### src/rtl/npc_pkg.sv
package npc_pkg;
  typedef enum logic [2:0] {
    K_SEQ   = 3'd0,
    K_CBZ   = 3'd1,
    K_CBNZ  = 3'd2,
    K_BCOND = 3'd3,
    K_B     = 3'd4,
    K_BR    = 3'd5,
    K_BL    = 3'd6,
    K_RSVD  = 3'd7
  } npc_kind_e;

  typedef struct packed {
    logic n;
    logic z;
    logic c;
    logic v;
  } nzcv_t;

  localparam int unsigned INSN_BYTES = 4;
  localparam int unsigned SCALE_SH   = 2;
endpackage

### src/rtl/npc_cond_eval.sv
module npc_cond_eval
  import npc_pkg::*;
(
  input  logic [3:0] flags_i,
  input  logic [3:0] cond_i,
  output logic       hold_o
);
  nzcv_t f;
  logic  base;

  assign f = nzcv_t'(flags_i);

  // cond[3:1] picks the test, cond[0] inverts it (except the always pair)
  always_comb begin
    unique case (cond_i[3:1])
      3'd0:    base = f.z;
      3'd1:    base = f.c;
      3'd2:    base = f.n;
      3'd3:    base = f.v;
      3'd4:    base = f.c & ~f.z;
      3'd5:    base = f.n ~^ f.v;
      3'd6:    base = ~f.z & (f.n ~^ f.v);
      default: base = 1'b1;
    endcase
  end

  assign hold_o = (cond_i[3:1] == 3'd7) ? 1'b1 : (base ^ cond_i[0]);
endmodule

### src/rtl/npc_rel_target.sv
module npc_rel_target
  import npc_pkg::*;
#(
  parameter int unsigned ADDR_W = 64,
  parameter int unsigned OFF_W  = 26
) (
  input  logic [ADDR_W-1:0] seq_pc_i,
  input  logic [OFF_W-1:0]  off_i,
  output logic [ADDR_W-1:0] target_o
);
  localparam int unsigned EXT_W = ADDR_W - OFF_W - SCALE_SH;

  logic [ADDR_W-1:0] byte_off;

  generate
    if (EXT_W > 0) begin : g_ext
      assign byte_off = {{EXT_W{off_i[OFF_W-1]}}, off_i, {SCALE_SH{1'b0}}};
    end else begin : g_trunc
      logic [OFF_W+SCALE_SH-1:0] full;
      assign full     = {off_i, {SCALE_SH{1'b0}}};
      assign byte_off = full[ADDR_W-1:0];
    end
  endgenerate

  assign target_o = seq_pc_i + byte_off;
endmodule

### src/rtl/npc_branch_decide.sv
module npc_branch_decide
  import npc_pkg::*;
#(
  parameter int unsigned ADDR_W = 64
) (
  input  npc_kind_e         kind_i,
  input  logic              reg_zero_i,
  input  logic              cond_hold_i,
  input  logic [ADDR_W-1:0] seq_pc_i,
  input  logic [ADDR_W-1:0] short_tgt_i,
  input  logic [ADDR_W-1:0] long_tgt_i,
  input  logic [ADDR_W-1:0] reg_val_i,
  output logic              taken_o,
  output logic              link_o,
  output logic [ADDR_W-1:0] npc_o
);
  always_comb begin
    taken_o = 1'b0;
    link_o  = 1'b0;
    unique case (kind_i)
      K_CBZ:   taken_o = reg_zero_i;
      K_CBNZ:  taken_o = ~reg_zero_i;
      K_BCOND: taken_o = cond_hold_i;
      K_B,
      K_BR:    taken_o = 1'b1;
      K_BL: begin
        taken_o = 1'b1;
        link_o  = 1'b1;
      end
      default: taken_o = 1'b0;
    endcase
  end

  always_comb begin
    if (!taken_o)                         npc_o = seq_pc_i;
    else if (kind_i == K_BR)              npc_o = reg_val_i;
    else if (kind_i == K_B || kind_i == K_BL) npc_o = long_tgt_i;
    else                                  npc_o = short_tgt_i;
  end
endmodule

### src/rtl/npc_resolve.sv
module npc_resolve
  import npc_pkg::*;
#(
  parameter int unsigned ADDR_W      = 64,
  parameter int unsigned LONG_OFF_W  = 26,
  parameter int unsigned SHORT_OFF_W = 19,
  parameter int unsigned REG_IDX_W   = 5,
  parameter int unsigned LINK_REG    = 30
) (
  input  logic                  clk_i,
  input  logic                  rst_ni,
  input  logic                  valid_i,
  input  logic [2:0]            kind_i,
  input  logic [ADDR_W-1:0]     pc_i,
  input  logic [LONG_OFF_W-1:0] offset_i,
  input  logic [ADDR_W-1:0]     reg_val_i,
  input  logic [3:0]            flags_i,
  input  logic [3:0]            cond_i,
  output logic                  valid_o,
  output logic [ADDR_W-1:0]     next_pc_o,
  output logic                  taken_o,
  output logic                  link_we_o,
  output logic [REG_IDX_W-1:0]  link_idx_o,
  output logic [ADDR_W-1:0]     link_data_o
);
  localparam logic [ADDR_W-1:0] STEP = ADDR_W'(INSN_BYTES);

  npc_kind_e         kind;
  logic [ADDR_W-1:0] seq_pc, short_tgt, long_tgt, npc_d;
  logic              reg_zero, cond_hold, taken_d, link_d;

  logic              valid_q, taken_q, link_we_q;
  logic [ADDR_W-1:0] next_pc_q, link_data_q;

  assign kind     = npc_kind_e'(kind_i);
  assign seq_pc   = pc_i + STEP;
  assign reg_zero = ~|reg_val_i;

  npc_cond_eval u_cond (
    .flags_i (flags_i),
    .cond_i  (cond_i),
    .hold_o  (cond_hold)
  );

  npc_rel_target #(.ADDR_W(ADDR_W), .OFF_W(SHORT_OFF_W)) u_short_tgt (
    .seq_pc_i (seq_pc),
    .off_i    (offset_i[SHORT_OFF_W-1:0]),
    .target_o (short_tgt)
  );

  npc_rel_target #(.ADDR_W(ADDR_W), .OFF_W(LONG_OFF_W)) u_long_tgt (
    .seq_pc_i (seq_pc),
    .off_i    (offset_i),
    .target_o (long_tgt)
  );

  npc_branch_decide #(.ADDR_W(ADDR_W)) u_decide (
    .kind_i      (kind),
    .reg_zero_i  (reg_zero),
    .cond_hold_i (cond_hold),
    .seq_pc_i    (seq_pc),
    .short_tgt_i (short_tgt),
    .long_tgt_i  (long_tgt),
    .reg_val_i   (reg_val_i),
    .taken_o     (taken_d),
    .link_o      (link_d),
    .npc_o       (npc_d)
  );

  always_ff @(posedge clk_i or negedge rst_ni) begin
    if (!rst_ni) begin
      valid_q     <= 1'b0;
      taken_q     <= 1'b0;
      link_we_q   <= 1'b0;
      next_pc_q   <= '0;
      link_data_q <= '0;
    end else begin
      valid_q   <= valid_i;
      taken_q   <= valid_i & taken_d;
      link_we_q <= valid_i & link_d;
      if (valid_i) begin
        next_pc_q   <= npc_d;
        link_data_q <= seq_pc;
      end
    end
  end

  assign valid_o     = valid_q;
  assign taken_o     = taken_q;
  assign link_we_o   = link_we_q;
  assign next_pc_o   = next_pc_q;
  assign link_data_o = link_data_q;
  assign link_idx_o  = REG_IDX_W'(LINK_REG);
endmodule

### config.mk
export PLATFORM = sky130hd
export DESIGN_NAME = npc_resolve
export DESIGN_NICKNAME = d
export VERILOG_FILES = /design/src/rtl/npc_pkg.sv /design/src/rtl/npc_cond_eval.sv /design/src/rtl/npc_rel_target.sv /design/src/rtl/npc_branch_decide.sv /design/src/rtl/npc_resolve.sv
export SDC_FILE = /design/constraint.sdc
export NUM_CORES = 1
export LEC_CHECK = 0
export BUFFER_PORTS_ARGS = -buffer_cell sky130_fd_sc_hd__buf_4
export CORE_MARGIN = 4
export CORE_UTILIZATION = 45
export CTS_BUF_LIST = sky130_fd_sc_hd__clkbuf_8
export CTS_CLUSTER_SIZE = 25
export DETAILED_ROUTE_END_ITERATION = 12
export PLACE_DENSITY_LB_ADDON = 0.08
export SYNTH_ARGS = -nofsm -noshare
export SYNTH_HDL_FRONTEND = slang
export SYNTH_SLANG_ARGS = --single-unit
### constraint.sdc
create_clock -name clk_i -period 1.4 [get_ports clk_i]
set_input_delay 0 -clock clk_i [delete_from_list [all_inputs] [get_ports clk_i]]
set_output_delay 0 -clock clk_i [all_outputs]
set_load 0.01 [all_outputs]
# Yosys cells after proc, flatten, opt, wreduce, memory -nomap -nowiden
# Cells that the tools add are included.
# word_totals
input_bits,168
wordCells,40
output_inout_bits,136
register_bits,131
# classes
n_bitwise,7
mux,7
eq_ne,13
reduce_logical,5
addsub,3
# ops
operator,count
64-bit 2-to-1 mux,3
64-bit adder,2
"64-bit by 3-bit adder with 64-bit output, second input constant",1
64-bit OR reduction,1
"3-bit equality test, second input constant",7
"3-bit by 2-bit equality test with 1-bit output, second input constant",4
1-bit case mux with 7 select lines,1
"3-bit by 1-bit equality test with 1-bit output, second input constant",2
1-bit bitwise AND,4
1-bit case mux with 4 select lines,1
3-bit zero test,1
3-bit OR reduction,1
1-bit 2-to-1 mux,2
1-bit zero test,1
1-bit logical OR,1
1-bit NOT,1
1-bit bitwise XNOR,1
1-bit bitwise XOR,1

# Logic depth before layout (Yosys ltp)
# logic_depth
depth_word,7
ltp_mapped,23
mapped_depth_nobuf,21

# Modules after synthesis
# From an unflattened synthesis, not the netlist that was laid out.
# hier_totals
hier_cells,1912
hier_area_um2,16176.8
# modules_own_cells
module,area_each_um2,cells_per_inst,n_inst,seq_area_each_um2
npc_resolve,6482.5,559,1,3278.1
npc_rel_target at u_short_tgt,3637.2,523,1,0.0
npc_rel_target at u_long_tgt,3463.3,504,1,0.0
npc_branch_decide,2452.4,306,1,0.0
npc_cond_eval,141.4,20,1,0.0

# Worst setup path before layout
# Ideal clock, no wire load.
# synth_timing
kind,in2reg
startpoint,input port kind_i[2]
endpoint,"register next_pc_q[43], in the netlist next_pc_o[43]"
path_slack_ps,-3817
path_buffers,6
setup_ps,142
required_ps,1258
arrival_time_ps,5075
cell_stages,20
path_cell_list,nor2b_1 buf_2 mux2i_1 inv_1 buf_1 buf_1 clkbuf_1 clkbuf_1 ha_1 clkbuf_1 a21o_1 a31o_2 and3_1 o21ai_0 and3_1 a21oi_1 a211oi_1 mux2i_1 a21o_1 o221ai_1
# synth_via
elab_chain_cells,5
elab_cells_between_ends,12
classes_between,eq/ne (6); mux (4); reduce/logical (2)
# synth_rtl
element,line_no,rtl
from (decl),npc_resolve.sv:13,"input logic [2:0] kind_i,"
"parallel branches: the longest is 4 deep, another holds 1-bit case mux with 4 select lines",n/a,
64-bit 2-to-1 mux *,npc_branch_decide.sv:35,if (!taken_o) npc_o = seq_pc_i;
to (signal assigned),npc_resolve.sv:82,next_pc_q <= npc_d;
to (decl),npc_resolve.sv:33,"logic [ADDR_W-1:0] next_pc_q, link_data_q;"
# Mark *: on every way between the ends.
# A chain may end at the register's enable or synchronous reset.

# Worst setup path in the final report
# layout_timing
startpoint,input port pc_i[3]
endpoint,"register next_pc_q[60], in the netlist next_pc_o[60]"
# layout_via
elab_chain_cells,5
elab_cells_between_ends,6
classes_between,add/sub (3); mux (3)
# layout_rtl
element,line_no,rtl
from (decl),npc_resolve.sv:14,"input logic [ADDR_W-1:0] pc_i,"
64-bit by 3-bit adder with 64-bit output *,npc_resolve.sv:36,assign seq_pc = pc_i + STEP;
named net seq_pc[20],npc_resolve.sv:29,"logic [ADDR_W-1:0] seq_pc, short_tgt, long_tgt, npc_d;"
64-bit adder,npc_rel_target.sv:25,assign target_o = seq_pc_i + byte_off;
64-bit 2-to-1 mux *,npc_branch_decide.sv:37,else if (kind_i == K_B || kind_i == K_BL) npc_o = long_tgt_i;
64-bit 2-to-1 mux *,npc_branch_decide.sv:36,else if (kind_i == K_BR) npc_o = reg_val_i;
64-bit 2-to-1 mux *,npc_branch_decide.sv:35,
# The timed path passes the listed nets; every way through them passes the cells marked *.

==> flow_summary.toml <==
[setup_path]
critPathKind = "in -> reg"
critPathCaptureType = "register"
r2r_start = "next_pc_o[60]"
path_max_fanout = 4
rr_endpoint = "next_pc_o[60]"
crit_family = "simple AND/OR/NAND/NOR gates"
required_ns = 1.82
crit_buf_inv = 2
slowest_delay_ns = 0.49
ff2ff_path_depth = 2
reg2reg_slack_ns = 0.45
cp_common_cell = "and3_4"
worstSetupEndpoint = "next_pc_o[60]"
crit_start = "pc_i[3]"
path_cells = "buf_8 > ha_4 > and3_4 > nand3_4 > nor3_4 > and3_4 > and3_4 > xnor2_2 > inv_1 > ha_4 > nand4_1 > nor2_1 > nand4b_1 > o211a_1 > o311a_1 > nor3_2 > o2111ai_2 > a21o_1 > a31oi_4 > o211ai_1 > or4b_1 > nand3_1"
arrival_ns = 4.05
worst_path_max_delay_cell = "or4b_1"
crit_cells = 22
startpoint_type = "primary input"

[timing]
fin_tns_setup_ns = -115.67
rsz0062_at_grt = "yes"
slew_headroom = 0.492
hold_violations = 2
setup_viol = 92
skew_ns = 0
holdWs_ns = -0.0720
finalCriticalPeriod_ns = 3.63
fin_crit_sh = 2.59
drv_slew = 0
final.setup.worst_slack_ns = -2.23
worst_slew_pin_slew_ns = 0.755
fmax_mhz = 275

[finish]
area_growth_pct = 84.9
mostFrequentLayoutCells = "buf_4, nor2_1, dfrtp_1, nand2_1, a21oi_1"
num_antenna_cells = 0
nNetsFinal = 2656
final_common_cell = "buf_4"
drive_above_1_share = 0.542

[grt]
gr-total-overflow = 0
grt_max_degree = 104
globalRouteTotalUtil = 0.384
antenna_found_initial = 1
grt_pass1_wl_um = 92600
grt_pass1_vias = 16600

[drt]
post_drt_wl_per_cell_um = 23.0
drt-initial-drc-count = 1714
ant_nets = 0
wl_um = 64100
avgViaCountPerCell = 6.14
drcViolationCount = 0
vias = 17100
drtPass1Iterations = 8

[synthesis]
synthCells = 1567
yosys_warnings = 0
ys_ff_latch = 131
synth_cell_types = 91
syn_avg_cell_area_um2 = 7.86
synthArstFlopShare = 1.00
synth-main-ff-cell = "dfrtp_1"
synthesis.area_um2 = 12300
synth-edff-count = 0
yosysSeqAreaShare = 0.266

[floorplan]
pin_count = 304
rows = 60
die_y_um = 173
start_util = 0.457
die_area_um2 = 30100
core_um2 = 27000
fp.dieW_um = 173

[clocking]
hold_buffers = 23
clockRootBuffer = "clkbuf_8"
cts_buffers = 17
cts_buffer_depth = 2
cts_num_sinks = 131
htree_levels = 4
cts_tree = "built"
clk_pin_slew_ns = 0.10
clock_latency_ns = 0.46

[power]
p_leak_nw = 10.7
peakVddDrop_mv = 0.630
powerDensity_nw_per_um2 = 788

[place]
dp_hpwl_um = 45200
portBuffers = 298
dp_slack_ns = -2.82
gp_congestion = 1.07

[outcome]
outcome = "finished with violations"
violations = "negative hold slack, negative setup slack"

[worst_hold_path]
hp-class = "in -> reg"

[job]
maxCapViolations = 0
==> worst register-to-register path, cell delays in order (launching register included) <==
cell and delay [ns]:
dfrtp_1 0.43, a221oi_1 0.31, nand3_1 0.10
==> per-layer routing <==
layer | routed length [um] | global-route usage | part of all wire
met4 | 3520 | 0.157 | 0.055
met1 | 24600 | 0.494 | 0.38
met5 | 13 | 0 | 0.00020
met2 | 29900 | 0.632 | 0.47
met3 | 6100 | 0.0809 | 0.095
==> synthesized netlist by cell type (14+ instances only) <==
cell type | instances | share of area
o211ai_1 | 17 | 0.010
o21ai_0 | 62 | 0.025
xor2_1 | 36 | 0.026
and2_1 | 20 | 0.010
nand4_1 | 37 | 0.019
nor4_1 | 25 | 0.013
mux2i_1 | 17 | 0.014
a21o_1 | 62 | 0.038
o22ai_1 | 15 | 0.0076
ha_1 | 60 | 0.061
nor3_1 | 40 | 0.016
nand3_1 | 46 | 0.019
a31oi_1 | 26 | 0.013
inv_1 | 79 | 0.024
dfrtp_1 | 131 | 0.27
buf_1 | 14 | 0.0043
a211oi_1 | 29 | 0.018
clkbuf_1 | 62 | 0.019
mux2_2 | 16 | 0.015
nor2_1 | 188 | 0.057
nor2b_1 | 17 | 0.0086
a21oi_1 | 139 | 0.056
xnor2_1 | 73 | 0.052
nand2_1 | 110 | 0.034
and3_1 | 30 | 0.015
==> metrics by stage <==
stage / cell area, um2 / hold WS [ns] / std cells / total power, mW / utilization
finish: 22800 / -0.0720 / 2780 / 18.0 / 0.845
global route: 22800 / -0.0820 / 2780 / 18.6 / 0.845
CTS: 21700 / -0.111 / 2750 / 17.0 / 0.804
detailed placement: 19500 / -0.108 / 2651 / 12.4 / 0.723
global placement: 19500 / -0.110 / 2651 / 12.2 / 0.723
floorplan: 13200 / -0.296 / 1570 / 8.34 / -
==> worst min path at each step <==
stage | slack, ns | endpoint | startpoint | cells after the start
6_report | -0.07 | link_data_o[59] | pc_i[59] | 4
2_1_floorplan | -0.30 | link_data_o[0] | rst_ni | 0
3_5_place_dp | -0.11 | link_data_o[14] | rst_ni | 1
3_3_place_gp | -0.11 | link_data_o[8] | rst_ni | 1
5_1_grt | -0.08 | link_data_o[59] | pc_i[59] | 4
4_1_cts | -0.11 | link_data_o[59] | pc_i[59] | 4
==> state kept, by name (all words and copies together), names as in the netlist <==
name         cells
next_pc_o       64
taken_o          1
link_data_o     64
valid_o          1
link_we_o        1
==> cell type report <==
type,count,area (um2)
flip-flops and latches,131,3280
fillers,1599,4170
clock inverters,14,178
multi-input cells,1268,10800
repair buffers,928,7580
inverters,81,309
clock buffers,17,234
well taps,341,427
==> power by group <==
group	total [mW]	internal (mW)	switching, mW
clock network	3.81	1.78	2.02
registers	4.69	4.30	0.394
logic	9.46	4.77	4.69
total	18.0	10.9	7.11
==> timing repair <==
| action | CTS | global route |
|---|---|---|
| pin swaps | 133 | 119 |
| setup endpoints to repair | 93 | 94 |
| hold endpoints to repair | 155 | 2 |
| buffers inserted | 49 | 39 |
| cloned | 3 | 0 |
| gates resized for setup | 235 | 185 |
==> cells by family after synthesis <==
kind of cell	after synthesis	synth area share
compound gates	476	0.257
xor+xnor	117	0.0917
fa+ha+maj	61	0.0626
buf+inv	171	0.0557
flops	131	0.266
mux	36	0.0327
other cells	2	0.000610
simple gates	573	0.234
No activity file was read; power rests on OpenSTA's default activity.
